--- config.mk ---
export PLATFORM = sky130hd
export DESIGN_NAME = burst_addr_seq
export DESIGN_NICKNAME = d
export VERILOG_FILES = /design/src/rtl/bseq_pkg.sv /design/src/rtl/bseq_beat_ctr.sv /design/src/rtl/bseq_base_reg.sv /design/src/rtl/bseq_order_map.sv /design/src/rtl/burst_addr_seq.sv
export SDC_FILE = /design/constraint.sdc
export NUM_CORES = 1
export LEC_CHECK = 0
export ABC_AREA = 1
export BUFFER_PORTS_ARGS = -buffer_cell sky130_fd_sc_hd__buf_4
export CAP_MARGIN = 20
export CORE_ASPECT_RATIO = 1.5
export CORE_MARGIN = 4
export CORE_UTILIZATION = 39
export DETAILED_ROUTE_END_ITERATION = 8
export PLACE_DENSITY = 0.72
export SLEW_MARGIN = 20
export SYNTH_ARGS = -nofsm -noshare
export SYNTH_HDL_FRONTEND = slang
export SYNTH_SLANG_ARGS = --single-unit
--- constraint.sdc ---
create_clock -name clk -period 0.9 [get_ports clk]
set_input_delay 0.135 -clock clk [delete_from_list [all_inputs] [get_ports clk]]
set_output_delay 0.135 -clock clk [all_outputs]
set_load 0.02 [all_outputs]
--- src/rtl/bseq_pkg.sv ---
package bseq_pkg;

    typedef enum logic {
        ORD_LINEAR      = 1'b0,
        ORD_INTERLEAVED = 1'b1
    } order_e;

    typedef enum logic [1:0] {
        OP_IDLE = 2'b00,
        OP_LOAD = 2'b01,
        OP_STEP = 2'b10
    } op_e;

endpackage

--- src/rtl/bseq_beat_ctr.sv ---
module bseq_beat_ctr #(
    parameter int BEAT_W = 2
) (
    input  logic                 clk,
    input  logic                 rst_n,
    input  bseq_pkg::op_e        op_i,
    output logic [BEAT_W-1:0]    beat_o
);
    import bseq_pkg::*;

    localparam logic [BEAT_W-1:0] BEAT_ONE = BEAT_W'(1);

    typedef struct packed {
        logic [BEAT_W-1:0] beat;
    } ctr_s;

    ctr_s ctr_d, ctr_q;

    always_comb begin
        ctr_d = ctr_q;
        case (op_i)
            OP_LOAD: ctr_d.beat = '0;
            OP_STEP: ctr_d.beat = ctr_q.beat + BEAT_ONE;
            default: ctr_d = ctr_q;
        endcase
    end

    always_ff @(posedge clk or negedge rst_n) begin
        if (!rst_n) ctr_q <= '0;
        else        ctr_q <= ctr_d;
    end

    assign beat_o = ctr_q.beat;

endmodule

--- src/rtl/bseq_base_reg.sv ---
module bseq_base_reg #(
    parameter int ADDR_W = 17,
    parameter int BEAT_W = 2
) (
    input  logic                     clk,
    input  logic                     rst_n,
    input  bseq_pkg::op_e            op_i,
    input  logic [ADDR_W-1:0]        addr_i,
    output logic [ADDR_W-BEAT_W-1:0] upper_o,
    output logic [BEAT_W-1:0]        start_o
);
    import bseq_pkg::*;

    localparam int UP_W = ADDR_W - BEAT_W;

    typedef struct packed {
        logic [UP_W-1:0]   upper;
        logic [BEAT_W-1:0] start;
    } base_s;

    base_s base_d, base_q;

    always_comb begin
        base_d = base_q;
        if (op_i == OP_LOAD) begin
            base_d.upper = addr_i[ADDR_W-1:BEAT_W];
            base_d.start = addr_i[BEAT_W-1:0];
        end
    end

    always_ff @(posedge clk or negedge rst_n) begin
        if (!rst_n) base_q <= '0;
        else        base_q <= base_d;
    end

    assign upper_o = base_q.upper;
    assign start_o = base_q.start;

endmodule

--- src/rtl/bseq_order_map.sv ---
module bseq_order_map #(
    parameter int BEAT_W = 2
) (
    input  bseq_pkg::order_e     order_i,
    input  logic [BEAT_W-1:0]    start_i,
    input  logic [BEAT_W-1:0]    beat_i,
    output logic [BEAT_W-1:0]    low_o
);
    import bseq_pkg::*;

    logic [BEAT_W-1:0] xor_low;
    logic [BEAT_W-1:0] add_low;

    for (genvar b = 0; b < BEAT_W; b++) begin : g_xor
        assign xor_low[b] = start_i[b] ^ beat_i[b];
    end

    assign add_low = start_i + beat_i;

    always_comb begin
        case (order_i)
            ORD_INTERLEAVED: low_o = xor_low;
            default:         low_o = add_low;
        endcase
    end

endmodule

--- src/rtl/burst_addr_seq.sv ---
module burst_addr_seq #(
    parameter int ADDR_W = 17,
    parameter int BEAT_W = 2
) (
    input  logic              clk,
    input  logic              rst_n,
    input  logic              hold_i,
    input  logic              adv_i,
    input  logic              ilv_order_i,
    input  logic [ADDR_W-1:0] addr_i,
    output logic [ADDR_W-1:0] addr_o
);
    import bseq_pkg::*;

    localparam int UP_W = ADDR_W - BEAT_W;

    op_e                op;
    order_e             order;
    logic [UP_W-1:0]    upper;
    logic [BEAT_W-1:0]  start;
    logic [BEAT_W-1:0]  beat;
    logic [BEAT_W-1:0]  low;

    always_comb begin
        if (hold_i)     op = OP_IDLE;
        else if (adv_i) op = OP_STEP;
        else            op = OP_LOAD;
    end

    assign order = order_e'(ilv_order_i);

    bseq_beat_ctr #(.BEAT_W(BEAT_W)) u_ctr (
        .clk    (clk),
        .rst_n  (rst_n),
        .op_i   (op),
        .beat_o (beat)
    );

    bseq_base_reg #(.ADDR_W(ADDR_W), .BEAT_W(BEAT_W)) u_base (
        .clk     (clk),
        .rst_n   (rst_n),
        .op_i    (op),
        .addr_i  (addr_i),
        .upper_o (upper),
        .start_o (start)
    );

    bseq_order_map #(.BEAT_W(BEAT_W)) u_map (
        .order_i (order),
        .start_i (start),
        .beat_i  (beat),
        .low_o   (low)
    );

    assign addr_o = {upper, low};

endmodule

==> impl_metrics.csv, run 1 <==
group,metric,value,unit
timing,maxSlewHeadroom,81.7,%
logic_synthesis,synth.area.mux_share,0,%
worst_setup_path,cp_cell_sequence,"ha_4, inv_2, nor2_2, nand3_1, nand2_1, inv_2, buf_6",
pwr,seqPwrFrac,47.7,%
outcome,status,"finished with violations",
pwr,leakage,0.713,nW
worst_setup_path,cp.required,0.76,ns
logic_synthesis,synthXorXnorAreaFrac,0,%
route,drc,0,
worst_setup_path,worstPathArrival,1.25,ns
cts,clk_pin_slew_worst_paths,0.11,ns
worst_setup_path,reg2reg_from,"u_base.start_o[0]$_DFFE_PN0N_",
pwr,power.density,1720,nW/um^2
route,met1_length,697,microns
floorplan,io_pins,39,
route,drtIter0Drc,12,
worst_setup_path,path_class,"reg2out",
worst_setup_path,cp_common_cell,"inv_2",
timing,fin_setup_tns,-1.79,ns
outcome,violations,"negative setup slack",
logic_synthesis,synth_top_family_by_area,"simple AND/OR/NAND/NOR gates",
floorplan,core-area,1900,sq um
route,met2WireLength,947,microns
route,top_layer,"met4",
cts,cts_tree,"built",
pwr,p_int,1.51,mW
route,routed-wl-met3,140,microns
cts,clock_sinks,19,
floorplan,initial_core_util,42.0,%
pwr,switching_power,0.680,mW
timing,max_freq,722,MHz
logic_synthesis,yosysSeqAreaShare,59.5,%
logic_synthesis,synth_ff_type,"dfrtp_1",
timing,period_share,154,%
flow_run,drv_cap,0,
logic_synthesis,synth.avg_cell_area,8.33,sq um
cells_and_area,antenna_cells,0,
logic_synthesis,synth_top_area_share,59.5,%
route,drt_wl_total,1810,microns
cts,clockRootBuffer,"clkbuf_4",
timing,setup_viol,17,
logic_synthesis,synth_cells,96,
cells_and_area,nNetsFinal,169,
cells_and_area,syn_to_final_growth,59.8,%
worst_setup_path,r2r_slack,0.04,ns
worst_hold_path,hold_depth,3,
worst_setup_path,worstPathMaxFanout,2,
cts,cts_buffers,3,
placed_design,dpl.hpwl,1390,microns
logic_synthesis,yosysWarnings,0,
pwr,power.share.switching,31.0,%
grt,grt_pass1_wl,3240,microns
logic_synthesis,ys_top_cells_by_count,"nand2_1 (58), dfrtp_1 (19), inv_1 (6)",
worst_hold_path,hold_path.class,"in2reg",
grt,grt_max_degree,20,
route,via_per_inst,4.59,
cells_and_area,num-fill-cells,164,
cells_and_area,drive_above_1_share,40.0,%
grt,grt_pass1_vias,804,
pwr,p_clk_share,18.8,%
logic_synthesis,synth_top_cell_by_area,"dfrtp_1",
logic_synthesis,synth_area_leaders,"dfrtp_1 (59%), nand2_1 (27%), inv_1 (2.8%)",
timing,setup_slack,-0.485,ns
worst_setup_path,rr_worst_depth,4,
logic_synthesis,synthAdderAreaFrac,1.56,%
timing,hold_viol_final,0,
floorplan,dieHeight,63.5,microns
worst_setup_path,startpoint,"u_base.start_o[0]$_DFFE_PN0N_",
logic_synthesis,synth_seq_cells,19,
route,drt-pass1-iter-count,2,
worst_setup_path,slowest_stage,"dfrtp_1",
timing,skew,0.00866,ns
timing,finalCriticalPeriod,1.38,ns
floorplan,num_rows,19,
timing,rsz0062_at_grt,"yes",
timing,worst_slew_pin_slew,0.273,ns
logic_synthesis,synthArstFlopShare,100,%
logic_synthesis,synthesis.nets,119,
logic_synthesis,synth_most_common_cell,"nand2_1",
cts,cts_htree_levels,1,
pwr,vdd_drop_max,1.35,mV
logic_synthesis,synth-simple-area-share,31.5,%
placed_design,numPortBuffers,38,
route,wl_per_cell,10.9,microns
floorplan,fp.dieArea,2850,sq um
logic_synthesis,synth-edff-count,0,
worst_setup_path,crit_path_end_kind,"output pin",
worst_hold_path,min-delay-start,"addr_i[9]",
route,antenna_left,0,
pwr,power.total,2.19,mW
grt,grt_util_all_layers,14.6,%
grt,antenna_found_initial,0,
cts,clockBufferDepth,2,
worst_setup_path,cpPeakStageDelay,0.40,ns
route,num_vias,762,
cells_and_area,fin_util,67.2,%
floorplan,die_w,45.0,microns
logic_synthesis,synthDistinctLibCells,12,
logic_synthesis,synth_compound_area_share,1.88,%
pwr,combinationalPowerShare,33.4,%
worst_setup_path,start_kind,"flip-flop",
cts,clock_latency,0.29,ns
timing,slew_viol_final,0,
placed_design,globalplace.congestion,0.740,
grt,grt.overflow.total,0,
logic_synthesis,netlist_area,800,sq um
[logic make-up after synthesis]
| family | after synthesis |
|---|---|
| AO/OA/AOI/OAI | 3 |
| adder cells (fa/ha/maj) | 1 |
| buffers and inverters | 9 |
| flip-flops | 19 |
| AND/OR/NAND/NOR | 64 |
[flip-flops by register name, indices dropped and copies added (netlist names)]
register,cells
u_base.upper_o,15
u_base.start_o,2
u_ctr.beat_o,2
[worst paths after layout]
path | to
max reg2reg | u_base.start_o[0]$_DFFE_PN0N_
min in group asynchronous | u_base.upper_o[1]$_DFFE_PN0N_
min reg2reg | u_base.upper_o[13]$_DFFE_PN0N_
max | addr_o[1]
max in group asynchronous | u_base.start_o[0]$_DFFE_PN0N_
min | u_base.upper_o[7]$_DFFE_PN0N_
[layer usage]
layer,up-vias,global-route usage [%]
met5,-,0
met4,0,4.40
met3,2,3.13
met2,27,25.2
met1,348,17.4
li1,385,-
[power by group through the flow]
stage,clock [mW],combinational [mW],sequential (mW)
floorplan,0,0.200,1.15
detailed placement,0,0.638,1.04
global placement,0,0.620,1.04
CTS,0.432,0.739,1.04
global route,0.464,0.809,1.06
finish,0.413,0.733,1.05
[stage by stage]
step                setup slack [ns]  cell area [sq um]  hold slack, ns  cells
detailed placement            -0.163               1140          0.0193    159
global route                  -0.589               1280          0.0358    166
CTS                           -0.472               1270          0.0263    167
floorplan                    -0.0758                802          -0.161     96
finish                        -0.485               1280          0.0334    166
global placement              -0.150               1140          0.0162    159
[cell type report]
cell class	instances	area, sq um	share of cell area [%]
clock buffers	3	22.5	1.76
clock inverters	1	5.00	0.392
multi-input cells	68	303	23.7
flip-flops and latches	19	475	37.2
inverters	7	26.3	2.06
well taps	21	26.3	2.06
repair buffers	47	419	32.8
[critical path, delay by kind of cell (launching register included)]
| family | cells | cell delay (ns) |
|---|---|---|
| simple gates | 3 | 0.23 |
| flops | 1 | 0.40 |
| buf+inv | 3 | 0.18 |
| fa+ha+maj | 1 | 0.15 |
[cell usage in the layout (no fill, tap or decap), types with 2 or more instances in the layout]
master    instances
clkbuf_4          3
nand3_1           2
nand2_1          58
buf_4            29
o21ai_0           2
inv_2             3
dfrtp_1          19
buf_6            17
inv_1             4
[timing repair]
action	4_1_cts	5_1_grt
endpoints found under the setup margin	17	19
buffers inserted	3	0
pin swaps	2	5
resized for setup	18	4
hold buffers	1	0
hold endpoints to repair	19	0
Note: power is estimated with default switching activity, not from simulation.
==> inputs of run 2 (changes only) <==
--- a/config.mk
+++ b/config.mk
@@ -5,7 +5,6 @@
 export SDC_FILE = /design/constraint.sdc
 export NUM_CORES = 1
 export LEC_CHECK = 0
-export ABC_AREA = 1
 export BUFFER_PORTS_ARGS = -buffer_cell sky130_fd_sc_hd__buf_4
 export CAP_MARGIN = 20
 export CORE_ASPECT_RATIO = 1.5
==> impl_metrics.csv, run 2 <==
group,metric,value,unit
floorplan,dieHeight,63.8,microns
cells_and_area,drive_above_1_share,73.1,%
route,drt-pass1-iter-count,1,
timing,hold_viol_final,0,
logic_synthesis,synth_most_common_cell,"dfrtp_1",
logic_synthesis,synth_top_cell_by_area,"dfrtp_1",
cts,clockRootBuffer,"clkbuf_4",
worst_hold_path,hold_depth,2,
logic_synthesis,synthesis.nets,72,
logic_synthesis,synth.avg_cell_area,16.5,sq um
cells_and_area,finalNonFillerCells,126,
cells_and_area,finalInstanceArea,1380,sq um
pwr,power.share.switching,29.5,%
logic_synthesis,yosysSeqAreaShare,58.6,%
logic_synthesis,yosysWarnings,0,
floorplan,die_w,45.2,microns
cts,clock_latency,0.30,ns
worst_setup_path,start_kind,"flip-flop",
pwr,power.density,1810,nW/um^2
route,drt_wl_total,1780,microns
floorplan,num_rows,20,
logic_synthesis,synth-edff-count,0,
timing,fin_setup_tns,-2.10,ns
route,drc,0,
pwr,switching_power,0.734,mW
grt,grt_max_degree,20,
floorplan,io_pins,39,
worst_setup_path,crit_path_end_kind,"output pin",
pwr,seqPwrFrac,43.3,%
timing,period_share,158,%
timing,maxSlewHeadroom,84.0,%
pwr,leakage,0.664,nW
placed_design,globalplace.congestion,0.697,
route,antenna_left,0,
worst_setup_path,path_class,"reg2out",
timing,setup_slack,-0.523,ns
pwr,combinationalPowerShare,39.3,%
outcome,status,"finished with violations",
worst_setup_path,worstPathArrival,1.29,ns
cts,cts_buffers,3,
placed_design,dp_slack,-0.219,ns
flow_run,drv_cap,0,
logic_synthesis,synth_ff_type,"dfrtp_1",
logic_synthesis,synth_top_area_share,58.6,%
cts,clk_pin_slew_worst_paths,0.11,ns
timing,skew,0.000123,ns
cells_and_area,fin_util,68.8,%
cts,cts_tree,"built",
placed_design,numPortBuffers,38,
logic_synthesis,synth_cells,49,
placed_design,dpl.hpwl,1310,microns
cts,clockBufferDepth,2,
logic_synthesis,ys_top_cells_by_count,"dfrtp_1 (19), mux2_4 (10), mux2_2 (7)",
cts,cts_htree_levels,1,
floorplan,fp.dieArea,2890,sq um
route,drtIter0Drc,0,
pwr,p_int,1.75,mW
logic_synthesis,synth_seq_cells,19,
cells_and_area,layout_commonest_cell,"buf_4",
logic_synthesis,synthArstFlopShare,100,%
grt,grt.overflow.total,0,
outcome,violations,"negative setup slack",
logic_synthesis,synth_area_leaders,"dfrtp_1 (59%), mux2_4 (19%), mux2_2 (9.7%)",
cells_and_area,largest_reg_flops,15,
worst_setup_path,rr_worst_depth,2,
route,num_vias,598,
floorplan,core-area,2000,sq um
timing,rsz0062_at_grt,"yes",
pwr,power.total,2.49,mW
cells_and_area,antenna_cells,0,
pwr,vdd_drop_max,1.03,mV
logic_synthesis,netlist_area,811,sq um
timing,worst_slew_pin_slew,0.240,ns
timing,hold_ws,0.0584,ns
timing,finalCriticalPeriod,1.42,ns
grt,antenna_found_initial,0,
route,via_per_inst,4.75,
cells_and_area,nNetsFinal,128,
grt,grt_pass1_wl,2930,microns
timing,slew_viol_final,0,
logic_synthesis,synthDistinctLibCells,12,
route,wl_per_cell,14.1,microns
worst_setup_path,cp.required,0.76,ns
worst_setup_path,worstPathMaxFanout,2,
timing,setup_viol,22,
placed_design,dp.cells,115,
timing,max_freq,703,MHz
cells_and_area,syn_to_final_growth,69.9,%
grt,grt_pass1_vias,660,
pwr,p_clk_share,17.4,%
worst_hold_path,hold_path.class,"in2reg",
placed_design,dpl_cell_area,1210,sq um
grt,grt_util_all_layers,14.1,%
floorplan,initial_core_util,40.5,%
cells_and_area,mostFrequentLayoutCells,"buf_4 (29), buf_6 (20), dfrtp_1 (19), mux2_4 (10), mux2_2 (7)",
cts,clock_sinks,19,
-- run 2: changes by cell type after synthesis, moves of 2 or more --
cell     delta
mux2_4     +10
xnor2_1     +2
mux2_2      +7
nor2_1      -2
inv_1       -6
nand2_1    -57
nor2b_1     +2
nand3_1     -3
-- run 2: final timing paths --
check	slack [ns]	start	endpoint
min	0.06	addr_i[4]	u_base.upper_o[2]$_DFFE_PN0N_
max reg2reg	-0.01	u_base.upper_o[13]$_DFFE_PN0N_	u_base.upper_o[13]$_DFFE_PN0N_
min in group asynchronous	0.23	rst_n	u_base.upper_o[4]$_DFFE_PN0N_
max in group asynchronous	0.48	rst_n	u_base.start_o[0]$_DFFE_PN0N_
max	-0.52	u_base.start_o[0]$_DFFE_PN0N_	addr_o[1]
min reg2reg	0.54	u_base.start_o[1]$_DFFE_PN0N_	u_base.start_o[1]$_DFFE_PN0N_
-- run 2: critical path, cell delays in order, from the launching register on --
cell,delay (ns)
dfrtp_1,0.41
ha_4,0.14
nor2b_4,0.18
xnor2_4,0.13
buf_6,0.13
-- run 2: cell families after synthesis --
group	after synthesis	synth area share, %
flops	19	58.6
mux	17	28.2
simple gates	6	5.09
compound gates	3	1.85
xor+xnor	2	2.16
buf+inv	1	2.47
fa+ha+maj	1	1.54
-- run 2: routing by layer --
| layer | vias to the layer above | track usage (%) | share of wire (%) |
|---|---|---|---|
| met5 | - | 0 | 0 |
| met2 | 23 | 23.6 | 54 |
| met3 | 4 | 4.79 | 7.9 |
| met4 | 0 | 6.59 | 1.7 |
| met1 | 292 | 15.4 | 36 |
| li1 | 279 | - | - |
-- run 2: timing repair --
action / CTS / global route
buffers inserted: 3 / 3
pin swaps: 2 / 0
hold buffers: 1 / 0
endpoints found under the setup margin: 18 / 21
resized for setup: 18 / 5
hold endpoints to repair: 19 / 0
-- run 2: final cells by class --
cell class                      instances  area (sq um)
Clock inverter                          1          5.00
Timing Repair Buffer                   52           493
Clock buffer                            3          22.5
Tap cell                               22          27.5
Fill cell                             150           624
Sequential cell                        19           475
Multi-Input combinational cell         29           354
-- run 2: power by group through the flow --
| stage | Clock [mW] | Combinational (mW) | Sequential, mW |
|---|---|---|---|
| 2_1_floorplan | 0 | 0.313 | 1.19 |
| 4_1_cts | 0.451 | 0.940 | 1.07 |
| 3_5_place_dp | 0 | 0.817 | 1.07 |
| 6_report | 0.433 | 0.976 | 1.08 |
| 3_3_place_gp | 0 | 0.803 | 1.06 |
| 5_1_grt | 0.483 | 1.03 | 1.10 |
